### src/rtl/bcd_pkg.sv
package bcd_pkg;
  typedef enum logic [1:0] {
    OP_ADD = 2'd0,
    OP_SUB = 2'd1,
    OP_NEG = 2'd2,
    OP_RSV = 2'd3
  } bcd_op_e;

  localparam int DIGIT_W = 4;
endpackage

### src/rtl/bcd_digit.sv
module bcd_digit
  import bcd_pkg::*;
(
  input  logic [DIGIT_W-1:0] a_i,
  input  logic [DIGIT_W-1:0] b_i,
  input  logic               cin_i,
  input  logic               sub_i,
  output logic [DIGIT_W-1:0] d_o,
  output logic               cout_o
);
  logic [DIGIT_W:0] raw;
  logic [DIGIT_W:0] fixed;
  logic             adj;

  always_comb begin
    if (sub_i) begin
      raw = {1'b0, a_i} - {1'b0, b_i} - {{DIGIT_W{1'b0}}, cin_i};
      adj = raw[DIGIT_W];
      fixed = adj ? (raw - (DIGIT_W+1)'(6)) : raw;
    end else begin
      raw = {1'b0, a_i} + {1'b0, b_i} + {{DIGIT_W{1'b0}}, cin_i};
      adj = (raw > (DIGIT_W+1)'(9));
      fixed = adj ? (raw + (DIGIT_W+1)'(6)) : raw;
    end
    d_o    = fixed[DIGIT_W-1:0];
    cout_o = adj;
  end

  always_comb begin
    if (a_i <= 4'd9 && b_i <= 4'd9)
      AST_DIGIT_RANGE: assert (d_o <= 4'd9);
  end
endmodule

### src/rtl/bcd_core.sv
module bcd_core
  import bcd_pkg::*;
#(
  parameter int NDIG = 2,
  localparam int W = NDIG * DIGIT_W
) (
  input  logic [1:0]   op_i,
  input  logic [W-1:0] src_i,
  input  logic [W-1:0] dst_i,
  input  logic         x_i,
  output logic [W-1:0] res_o,
  output logic         carry_o
);
  logic [W-1:0]  minuend;
  logic          is_sub;
  logic [NDIG:0] chain;

  always_comb begin
    is_sub  = (op_i != OP_ADD);
    minuend = (op_i == OP_NEG) ? '0 : dst_i;
  end

  assign chain[0] = x_i;

  for (genvar g = 0; g < NDIG; g++) begin : g_dig
    bcd_digit u_dig (
      .a_i   (minuend[g*DIGIT_W +: DIGIT_W]),
      .b_i   (src_i[g*DIGIT_W +: DIGIT_W]),
      .cin_i (chain[g]),
      .sub_i (is_sub),
      .d_o   (res_o[g*DIGIT_W +: DIGIT_W]),
      .cout_o(chain[g+1])
    );
  end

  assign carry_o = chain[NDIG];
endmodule

### src/rtl/bcd_arith_unit.sv
module bcd_arith_unit
  import bcd_pkg::*;
#(
  parameter int NDIG = 2,
  localparam int W = NDIG * DIGIT_W
) (
  input  logic         clk,
  input  logic         rst,
  input  logic         valid_i,
  input  logic [1:0]   op_i,
  input  logic [W-1:0] src_i,
  input  logic [W-1:0] dst_i,
  input  logic         x_i,
  input  logic         z_i,
  output logic [W-1:0] res_o,
  output logic         x_o,
  output logic         c_o,
  output logic         z_o,
  output logic         n_o,
  output logic         v_o
);
  logic [W-1:0] core_res;
  logic         core_carry;
  logic         accept;

  bcd_core #(.NDIG(NDIG)) u_core (
    .op_i   (op_i),
    .src_i  (src_i),
    .dst_i  (dst_i),
    .x_i    (x_i),
    .res_o  (core_res),
    .carry_o(core_carry)
  );

  assign accept = valid_i && (op_i != OP_RSV);

  always_ff @(posedge clk) begin
    if (rst) begin
      res_o <= '0;
      x_o   <= 1'b0;
      c_o   <= 1'b0;
      z_o   <= 1'b0;
      n_o   <= 1'b0;
      v_o   <= 1'b0;
    end else if (accept) begin
      res_o <= core_res;
      x_o   <= core_carry;
      c_o   <= core_carry;
      z_o   <= (core_res != '0) ? 1'b0 : z_i;
      n_o   <= core_res[W-1];
      v_o   <= 1'b0;
    end
  end

  AST_RESET_CLEAR: assert property (@(posedge clk)
    rst |=> (res_o == '0 && !x_o && !c_o && !z_o && !n_o && !v_o));

  AST_Z_CLEARED: assert property (@(posedge clk) disable iff (rst)
    (accept && !z_i) |=> !z_o);

  AST_Z_TRACKS_RESULT: assert property (@(posedge clk) disable iff (rst)
    (accept && z_i) |=> (z_o == (res_o == '0)));

  AST_N_FROM_MSB: assert property (@(posedge clk) disable iff (rst)
    accept |=> (n_o == res_o[W-1] && !v_o));

  AST_HOLD_IDLE: assert property (@(posedge clk) disable iff (rst)
    !valid_i |=> ($stable(res_o) && $stable(x_o) && $stable(c_o) && $stable(z_o)));

  AST_RESERVED_IGNORED: assert property (@(posedge clk) disable iff (rst)
    (valid_i && op_i == OP_RSV) |=> ($stable(res_o) && $stable(x_o) && $stable(z_o) && $stable(n_o)));
endmodule

### config.mk
export PLATFORM = sky130hd
export DESIGN_NAME = bcd_arith_unit
export DESIGN_NICKNAME = d
export VERILOG_FILES = /design/src/rtl/bcd_pkg.sv /design/src/rtl/bcd_digit.sv /design/src/rtl/bcd_core.sv /design/src/rtl/bcd_arith_unit.sv
export SDC_FILE = /design/constraint.sdc
export NUM_CORES = 1
export LEC_CHECK = 0
export ABC_AREA = 0
export CAP_MARGIN = 20
export CORE_ASPECT_RATIO = 0.8
export CORE_UTILIZATION = 51
export DETAILED_ROUTE_END_ITERATION = 10
export GPL_ROUTABILITY_DRIVEN = 0
export HOLD_SLACK_MARGIN = 0.12
export PLACE_DENSITY = 0.81
export SYNTH_ARGS = -nofsm -noshare
export SYNTH_HDL_FRONTEND = slang
export SYNTH_SLANG_ARGS = --single-unit
### constraint.sdc
create_clock -name clk -period 6.11 [get_ports clk]
set_input_delay 0.611 -clock clk [delete_from_list [all_inputs] [get_ports clk]]
set_output_delay 0.611 -clock clk [all_outputs]
set_load 0.05 [all_outputs]
==> impl_metrics.py, run 1 <==
metrics = {
    "layout": {
        "final_util_pct": 68.7,
        "drive_above_1_share_pct": 6.38,
        "layout-area-overhead-vs-synth_pct": 24.5,
        "nNetsFinal": 286,
        "fillCellCount": 267,
        "layout_common_cells": "34 x clkdlybuf4s50_1, 29 x nand2_1, 24 x inv_1",
        "num_antenna_cells": 0,
        "fin_cells": 273,
        "final_common_cell": "clkdlybuf4s50_1",
    },
    "logic_synthesis": {
        "synth_nets": 254,
        "yosysWarningCount": 0,
        "yosys.area.top_type_share_pct": 14.3,
        "ys_async_sr_fraction_pct": 0,
        "synth.distinct_cells": 50,
        "synthCells": 205,
        "synth.area.top_cells": "ha_1 14%, dfxtp_1 13%, fa_1 10%",
        "synth_flop_cell": "dfxtp_1",
        "seq_area_frac_synth_pct": 12.7,
        "synth_edf_count": 0,
        "synth_area_sq_um": 1570,
        "synth_area_leader_cell": "ha_1",
        "ys_ff_latch": 10,
        "syn_avg_cell_area_sq_um": 7.67,
    },
    "setup_path": {
        "r2r_slack_ns": 5.40,
        "r2r-end": "res_o[4]",
        "arrival_ns": 5.62,
        "crit_path_end": "z_o",
        "path_class": "input pin to register",
        "reg2regPathDepth": 2,
        "end_kind": "register",
        "r2r-start": "res_o[4]",
        "setup.worst_path.start_class": "input pin",
        "cp-startpoint": "op_i[0]",
        "crit_required_ns": 6.26,
        "crit_path_max_fanout": 5,
    },
    "sta": {
        "setup_viol": 0,
        "timing.final.crit_share_pct": 89.6,
        "tns_ns": 0,
        "fmax_ghz": 0.183,
        "fin_worst_skew_ns": 0,
        "setup_ws_ns": 0.633,
        "period_minus_slack_ns": 5.48,
        "rsz0062_at_grt": "no",
        "relSlewSlack_pct": 58.1,
        "hold_ws_ns": 0.451,
        "final_max_slew_viol_count": 0,
        "finalHoldViolCount": 0,
        "tightest_slew_ns": 0.626,
    },
    "route": {
        "vias_per_cell": 5.26,
        "drc": 0,
        "routedWlPerCell_microns": 11.7,
        "top_layer_used": "met4",
        "drtIter0Drc": 68,
        "drt-met1-wl_microns": 1630,
        "num_vias": 1437,
        "final_antenna_net_count": 0,
        "wl_met3_microns": 122,
        "first_pass_iters": 4,
        "met2_wirelength_microns": 1370,
        "wl_microns": 3180,
    },
    "clock_network": {
        "cts_tree": "done",
        "clk_pin_slew_ns": 0.04,
        "insertion_delay_ns": 0.23,
        "htree_num_levels": 1,
        "cts_resized": 0,
        "cts_sinks": 10,
        "cts_hold_buf": 0,
        "clockBufferDepth": 2,
        "cts_root_buf": "clkbuf_8",
        "post_cts_buffers": 0,
        "cts_buffers": 3,
    },
    "die": {
        "rows": 17,
        "core_area_sq_um": 2850,
        "fp.dieArea_sq_um": 3310,
        "start_util_pct": 55.1,
        "io_pins": 36,
        "die_width_microns": 64.1,
        "dieHeight_microns": 51.7,
    },
    "power": {
        "leakage_uw": 0.000890,
        "ir_drop_uv": 88.4,
        "powerDensity_nw_per_um2": 224,
    },
    "place": {
        "dp_hpwl_microns": 2600,
        "dp_slack_ns": 0.388,
        "io_buffers": 34,
        "placedCellCount": 270,
    },
    "global_routing": {
        "grt_pass1_wl_microns": 5690,
        "track_usage_pct": 21.9,
        "antenna_found_initial": 0,
        "grt_overflow_total": 0,
        "first_global_vias": 1354,
        "grt_max_degree": 12,
    },
    "worst_hold_path": {
        "worstHoldPathType": "register to register",
    },
    "flow_run": {
        "drv_cap": 0,
    },
    "status": {
        "outcome": "completed",
    },
}
-- power breakdown --
| part | total [uW] | switching [uW] | internal (uW) |
|---|---|---|---|
| Combinational | 295 | 169 | 126 |
| Sequential | 77.3 | 3.98 | 73.3 |
| Clock | 65.8 | 22.9 | 42.9 |
| Total | 438 | 196 | 243 |
-- critical path, stage by stage --
cell and delay [ns]:
clkdlybuf4s50_1 0.44, nand2b_1 0.17, and2_1 0.19, fa_1 0.40
fa_1 0.39, nand2b_1 0.17, nand2_1 0.09, ha_1 0.17
nor2b_1 0.30, o311a_1 0.19, a21oi_1 0.06, fa_1 0.44
fa_1 0.50, a21bo_1 0.23, a221oi_2 0.35, nor2_1 0.10
xnor2_1 0.18, nand3_1 0.09, a211o_1 0.32, o31ai_2 0.22
-- cell type report --
class	count	area [sq um]	area share, %
inverters	27	101	5.18
flip-flops and latches	10	200	10.2
well taps	38	47.5	2.43
repair buffers	35	348	17.8
multi-input cells	160	1220	62.3
clock buffers	3	41.3	2.11
-- cell families after synthesis --
family | count (synthesis) | synth area share (%)
compound gates | 41 | 21.1
simple gates | 76 | 22.5
buf+inv | 35 | 9.71
other cells | 1 | 0.239
flops | 10 | 12.7
xor+xnor | 12 | 6.69
mux | 4 | 2.55
fa+ha+maj | 26 | 24.5
-- worst min-delay path by stage --
stage | from | end | slack (ns) | cells after the start
after floorplan | res_o[3] | res_o[3] | 0.67 | 2
after global placement | res_o[3] | res_o[3] | 0.44 | 2
after detailed placement | res_o[2] | res_o[2] | 0.45 | 2
after CTS | res_o[2] | res_o[2] | 0.45 | 2
after global routing | res_o[2] | res_o[2] | 0.48 | 2
final | res_o[3] | res_o[3] | 0.45 | 2
-- flip-flops by register name (all words and copies together), names as in the netlist --
name / flops
z_o: 1
c_o: 1
res_o: 8
-- cells in the mapped netlist, drive strengths merged (2+ instances only) --
cell	instances
a2bb2oi	3
or4	2
o2111ai	2
fa	8
a21bo	2
nand2b	5
a21oi	13
and2	5
o211ai	3
a211oi	2
a311oi	2
mux2i	4
nor2b	2
nand2	29
nor3	3
xnor2	11
clkbuf	2
nor2	21
dfxtp	10
inv	27
o21bai	2
buf	6
a211o	2
ha	18
nand3	3
-- per-layer routing --
metal  track usage [%]  up-vias
met2              37.9       44
met4              8.33        0
met3              2.19        7
met5                 0        -
li1                  -      750
met1              28.2      636
-- metrics by stage --
| step | power (uW) | instance area [sq um] |
|---|---|---|
| CTS | 439 | 1960 |
| floorplan | 303 | 1570 |
| finish | 438 | 1960 |
| global placement | 368 | 1920 |
| detailed placement | 371 | 1920 |
| global route | 477 | 1960 |
(Power assumes the default switching activity.)
==> run 2, diff against run 1 <==
CORE_UTILIZATION = 55   (was 51)
DONT_BUFFER_PORTS = 1   (was unset)
PLACE_DENSITY = 0.7   (was 0.81)
==> run 2 against run 1 <==
Sequential power up 44%. Worst hold slack worse by 0.038 ns. Wire length down 1.5%. Clock skew unchanged. Total power down 9.8%. Clock power down 13%. Highest routed layer is now met3.
==> impl_metrics.py, run 2 (same netlist as run 1, synthesis figures left out) <==
metrics = {
    "status": {
        "outcome": "completed",
    },
    "clock_network": {
        "clockBufferDepth": 2,
        "cts_buffers": 3,
        "clk_pin_slew_ns": 0.06,
        "post_cts_buffers": 0,
        "cts_hold_buf": 0,
        "cts_tree": "done",
        "htree_num_levels": 1,
        "cts_root_buf": "clkbuf_4",
        "insertion_delay_ns": 0.26,
        "cts_sinks": 10,
        "cts_resized": 0,
    },
    "route": {
        "final_antenna_net_count": 0,
        "wl_microns": 3140,
        "drc": 0,
        "first_pass_iters": 4,
        "vias_per_cell": 5.68,
        "drtIter0Drc": 77,
        "num_vias": 1347,
        "routedWlPerCell_microns": 13.2,
    },
    "setup_path": {
        "r2r-start": "res_o[7]",
        "path_class": "input pin to register",
        "cp-startpoint": "op_i[0]",
        "cpMaxStageDelayCell": "fa_1",
        "crit_required_ns": 6.29,
        "setup.worst_path.start_class": "input pin",
        "cp_common_cell": "fa_1",
        "cp_cell_sequence": "nand2b_1 > and2_1 > fa_1 > fa_1 > nand2b_1 > nand2_1 > ha_1 > nor2b_1 > o311a_1 > a21oi_1 > fa_1 > fa_1 > a21bo_1 > a221oi_2 > nor2_1 > xnor2_1 > nand3_1 > a211o_1 > o31ai_2",
        "end_kind": "register",
        "crit_path_max_fanout": 10,
        "arrival_ns": 5.51,
        "critPathMaxStageDelay_ns": 0.50,
    },
    "layout": {
        "final_common_cell": "nand2_1",
        "num_antenna_cells": 0,
        "layout_common_cells": "29 x nand2_1, 24 x inv_1, 21 x nor2_1",
        "drive_above_1_share_pct": 7.46,
        "nNetsFinal": 251,
        "largest-register": "res_o",
        "reg.largest.list": "res_o x8, c_o x1, z_o x1",
        "layout-area-overhead-vs-synth_pct": 1.91,
        "largest_reg_flops": 8,
    },
    "die": {
        "io_pins": 36,
        "die_width_microns": 61.8,
        "dieHeight_microns": 49.8,
        "rows": 16,
        "fp.dieArea_sq_um": 3080,
        "core_area_sq_um": 2580,
        "start_util_pct": 60.9,
    },
    "power": {
        "power_uw": 395,
        "ir_drop_uv": 85.3,
        "leakage_uw": 0.000757,
        "powerDensity_nw_per_um2": 247,
    },
    "global_routing": {
        "grt_max_degree": 12,
        "antenna_found_initial": 0,
        "grt_overflow_total": 0,
        "first_global_vias": 1295,
        "grt_pass1_wl_microns": 5470,
        "track_usage_pct": 23.6,
    },
    "sta": {
        "rsz0062_at_grt": "no",
        "fin_worst_skew_ns": 0,
        "setup_viol": 0,
        "tns_ns": 0,
        "finalHoldViolCount": 0,
        "period_minus_slack_ns": 5.33,
        "tightest_slew_ns": 0.964,
        "final_max_slew_viol_count": 0,
        "fmax_ghz": 0.188,
        "timing.final.crit_share_pct": 87.3,
        "relSlewSlack_pct": 35.6,
    },
    "worst_hold_path": {
        "hold_start": "rst",
        "worstHoldPathType": "input pin to register",
    },
    "flow_run": {
        "drv_cap": 0,
    },
    "place": {
        "dp_hpwl_microns": 2700,
        "io_buffers": 0,
    },
}
run 2: worst paths after layout:
kind / end / slack, ns / cells past startpoint
min: res_o[0] / 0.41 / 1
min reg2reg: res_o[2] / 0.69 / 2
max: z_o / 0.78 / 19
max reg2reg: res_o[7] / 4.81 / 2
run 2: where the power goes:
group / total [uW] / internal [uW] / switching [uW] / leakage (uW)
Sequential: 111 / 73.0 / 37.9 / 0.0000822
Combinational: 227 / 98.9 / 128 / 0.000653
Clock: 57.1 / 36.1 / 21.0 / 0.0000210
run 2: metrics by stage:
stage	instances	instance area (sq um)	worst slack (ns)	utilization, %	hold slack [ns]
after floorplan	205	1570	1.12	-	0.672
after global placement	233	1570	0.650	60.6	0.682
after detailed placement	233	1570	0.514	60.6	0.684
after CTS	237	1600	0.778	62.0	0.406
after global routing	237	1600	0.463	62.0	0.386
final	237	1600	0.777	62.0	0.413
run 2: worst max-delay path, delay by kind of cell:
family / cells / cell delay, ns
compound gates: 6 / 1.35
xor+xnor: 1 / 0.24
fa+ha+maj: 5 / 1.90
simple gates: 7 / 1.40
run 2: routing by layer:
metal / GRT usage, % / vias up / share of wire [%]
met1: 32.6 / 624 / 47
met5: 0 / - / 0
li1: - / 676 / -
met2: 37.1 / 47 / 45
met4: 5.93 / 0 / 0
met3: 4.46 / 0 / 8.6
run 2: final cells by class:
class	count	area, sq um
tap	36	45.0
multi-input combinational	160	1220
fill	231	981
inverter	27	101
sequential	10	200
clock buffer	4	36.3
==> run 3, diff against run 2 <==
CORE_MARGIN = 2   (was unset)
TNS_END_PERCENT = 30   (was unset)
==> run 3 against run 2 <==
Total power decreased by 2.4%. Flip-flop and latch count stayed put. Non-clock buffer count did not move. Clock power down 22%. Global-route usage down 1.1 points. Core utilization is 4.1 points lower. Worst hold slack got worse by 0.0089 ns. Combinational power rose by 2%. Wire length up 5.1%. Sequential share of layout area rose by 0.089 points. Die area increased by 7.4%. Register-to-register slack barely moved.
==> impl_metrics.py, run 3 (same netlist as run 1, synthesis figures left out) <==
metrics = {
    "layout": {
        "final_common_cell": "nand2_1",
        "layout_common_cells": "29 x nand2_1, 24 x inv_1, 21 x nor2_1",
        "reg.largest.list": "res_o x8, c_o x1, z_o x1",
        "fin_cells": 238,
        "largest_reg_flops": 8,
        "layout-area-overhead-vs-synth_pct": 1.19,
        "area.sequential_sq_um": 200,
        "multi_input_area_sq_um": 1220,
        "largest-register": "res_o",
        "fillCellCount": 261,
        "nNetsFinal": 251,
        "num_antenna_cells": 0,
        "drive_above_1_share_pct": 7.00,
    },
    "power": {
        "pwr-share-comb_pct": 59.8,
        "power_uw": 386,
        "switching_share_pct": 49.4,
        "ir_drop_uv": 76.8,
        "leakage_uw": 0.000749,
        "p_seq_share_pct": 28.7,
        "p_sw_uw": 191,
        "p_clk_share_pct": 11.5,
        "powerDensity_nw_per_um2": 243,
        "p_int_uw": 195,
    },
    "clock_network": {
        "cts_root_buf": "clkbuf_4",
        "cts_tree": "done",
        "cts_resized": 0,
        "htree_num_levels": 1,
        "clockBufferDepth": 2,
        "post_cts_buffers": 0,
        "cts_hold_buf": 0,
        "cts_sinks": 10,
        "cts_buffers": 3,
        "clk_pin_slew_ns": 0.06,
        "insertion_delay_ns": 0.27,
    },
    "flow_run": {
        "drv_cap": 0,
    },
    "die": {
        "die_width_microns": 63.8,
        "dieHeight_microns": 51.8,
        "start_util_pct": 57.3,
        "rows": 17,
        "core_area_sq_um": 2740,
        "io_pins": 36,
        "fp.dieArea_sq_um": 3300,
    },
    "route": {
        "drtIter0Drc": 125,
        "routedWlPerCell_microns": 13.8,
        "first_pass_iters": 4,
        "num_vias": 1355,
        "drc": 0,
        "final_antenna_net_count": 0,
        "vias_per_cell": 5.69,
        "wl_microns": 3300,
    },
    "sta": {
        "period_minus_slack_ns": 5.25,
        "fmax_ghz": 0.191,
        "rsz0062_at_grt": "no",
        "tightest_slew_ns": 0.956,
        "setup_viol": 0,
        "fin_worst_skew_ns": 0,
        "final_max_slew_viol_count": 0,
        "hold_ws_ns": 0.404,
        "relSlewSlack_pct": 36.2,
        "timing.final.crit_share_pct": 85.9,
        "setup_ws_ns": 0.864,
        "finalHoldViolCount": 0,
        "tns_ns": 0,
    },
    "setup_path": {
        "cp_common_cell": "fa_1",
        "cpMaxStageDelayCell": "fa_1",
        "end_kind": "register",
        "crit_required_ns": 6.30,
        "arrival_ns": 5.44,
        "critPathMaxStageDelay_ns": 0.49,
        "setup.worst_path.start_class": "input pin",
        "path_class": "input pin to register",
        "cpLargestDelayFamily": "adder cells",
        "crit_path_max_fanout": 10,
        "cp_cell_sequence": "nand2b_1 > and2_1 > fa_1 > fa_1 > nand2b_1 > nand2_1 > ha_1 > nor2b_1 > o311a_1 > a21oi_1 > fa_1 > fa_1 > a21bo_1 > a221oi_2 > nor2_1 > xnor2_1 > nand3_1 > a211o_1 > o31ai_2",
        "cp_num_buf_inv": 0,
    },
    "global_routing": {
        "first_global_vias": 1348,
        "antenna_found_initial": 0,
        "grt_pass1_wl_microns": 5870,
        "grt_max_degree": 12,
        "grt_overflow_total": 0,
        "track_usage_pct": 22.5,
    },
    "place": {
        "io_buffers": 0,
        "dp_slack_ns": 0.601,
        "placedCellCount": 235,
        "dp_hpwl_microns": 2820,
    },
    "status": {
        "outcome": "completed",
    },
    "worst_hold_path": {
        "worstHoldPathType": "input pin to register",
    },
}
[run 3: per-layer routing]
metal | vias up | track usage (%) | part of all wire [%]
met2 | 54 | 39.1 | 47
met1 | 619 | 28.9 | 45
met4 | 0 | 6.52 | 0.94
met3 | 4 | 3.90 | 7.2
li1 | 678 | - | -
met5 | - | 0 | 0
[run 3: power by group through the flow]
stage                     combinational (uW)  sequential (uW)  clock [uW]
after floorplan                          198              105           0
after global placement                   219              112           0
after detailed placement                 228              113           0
after CTS                                229              111        46.1
after global routing                     261              112        47.7
final                                    231              111        44.4
[run 3: metrics by stage]
stage | cell area (sq um) | util [%]
3_3_place_gp | 1570 | 57.1
6_report | 1590 | 58.0
2_1_floorplan | 1570 | -
4_1_cts | 1590 | 58.0
5_1_grt | 1590 | 58.0
3_5_place_dp | 1570 | 57.1
[run 3: cell type report]
class	count	share of cell area (%)
multi-input cells	160	76.6
flip-flops and latches	10	12.6
inverters	27	6.37
well taps	38	2.99
clock buffers	3	1.42
[run 3: path summary, 6_finish.rpt]
kind / startpoint / endpoint / slack [ns] / depth (start not counted)
min reg2reg: res_o[2] / res_o[2] / 0.70 / 2
min: rst / res_o[0] / 0.40 / 1
max reg2reg: res_o[7] / res_o[7] / 4.82 / 2
max: op_i[0] / z_o / 0.86 / 19
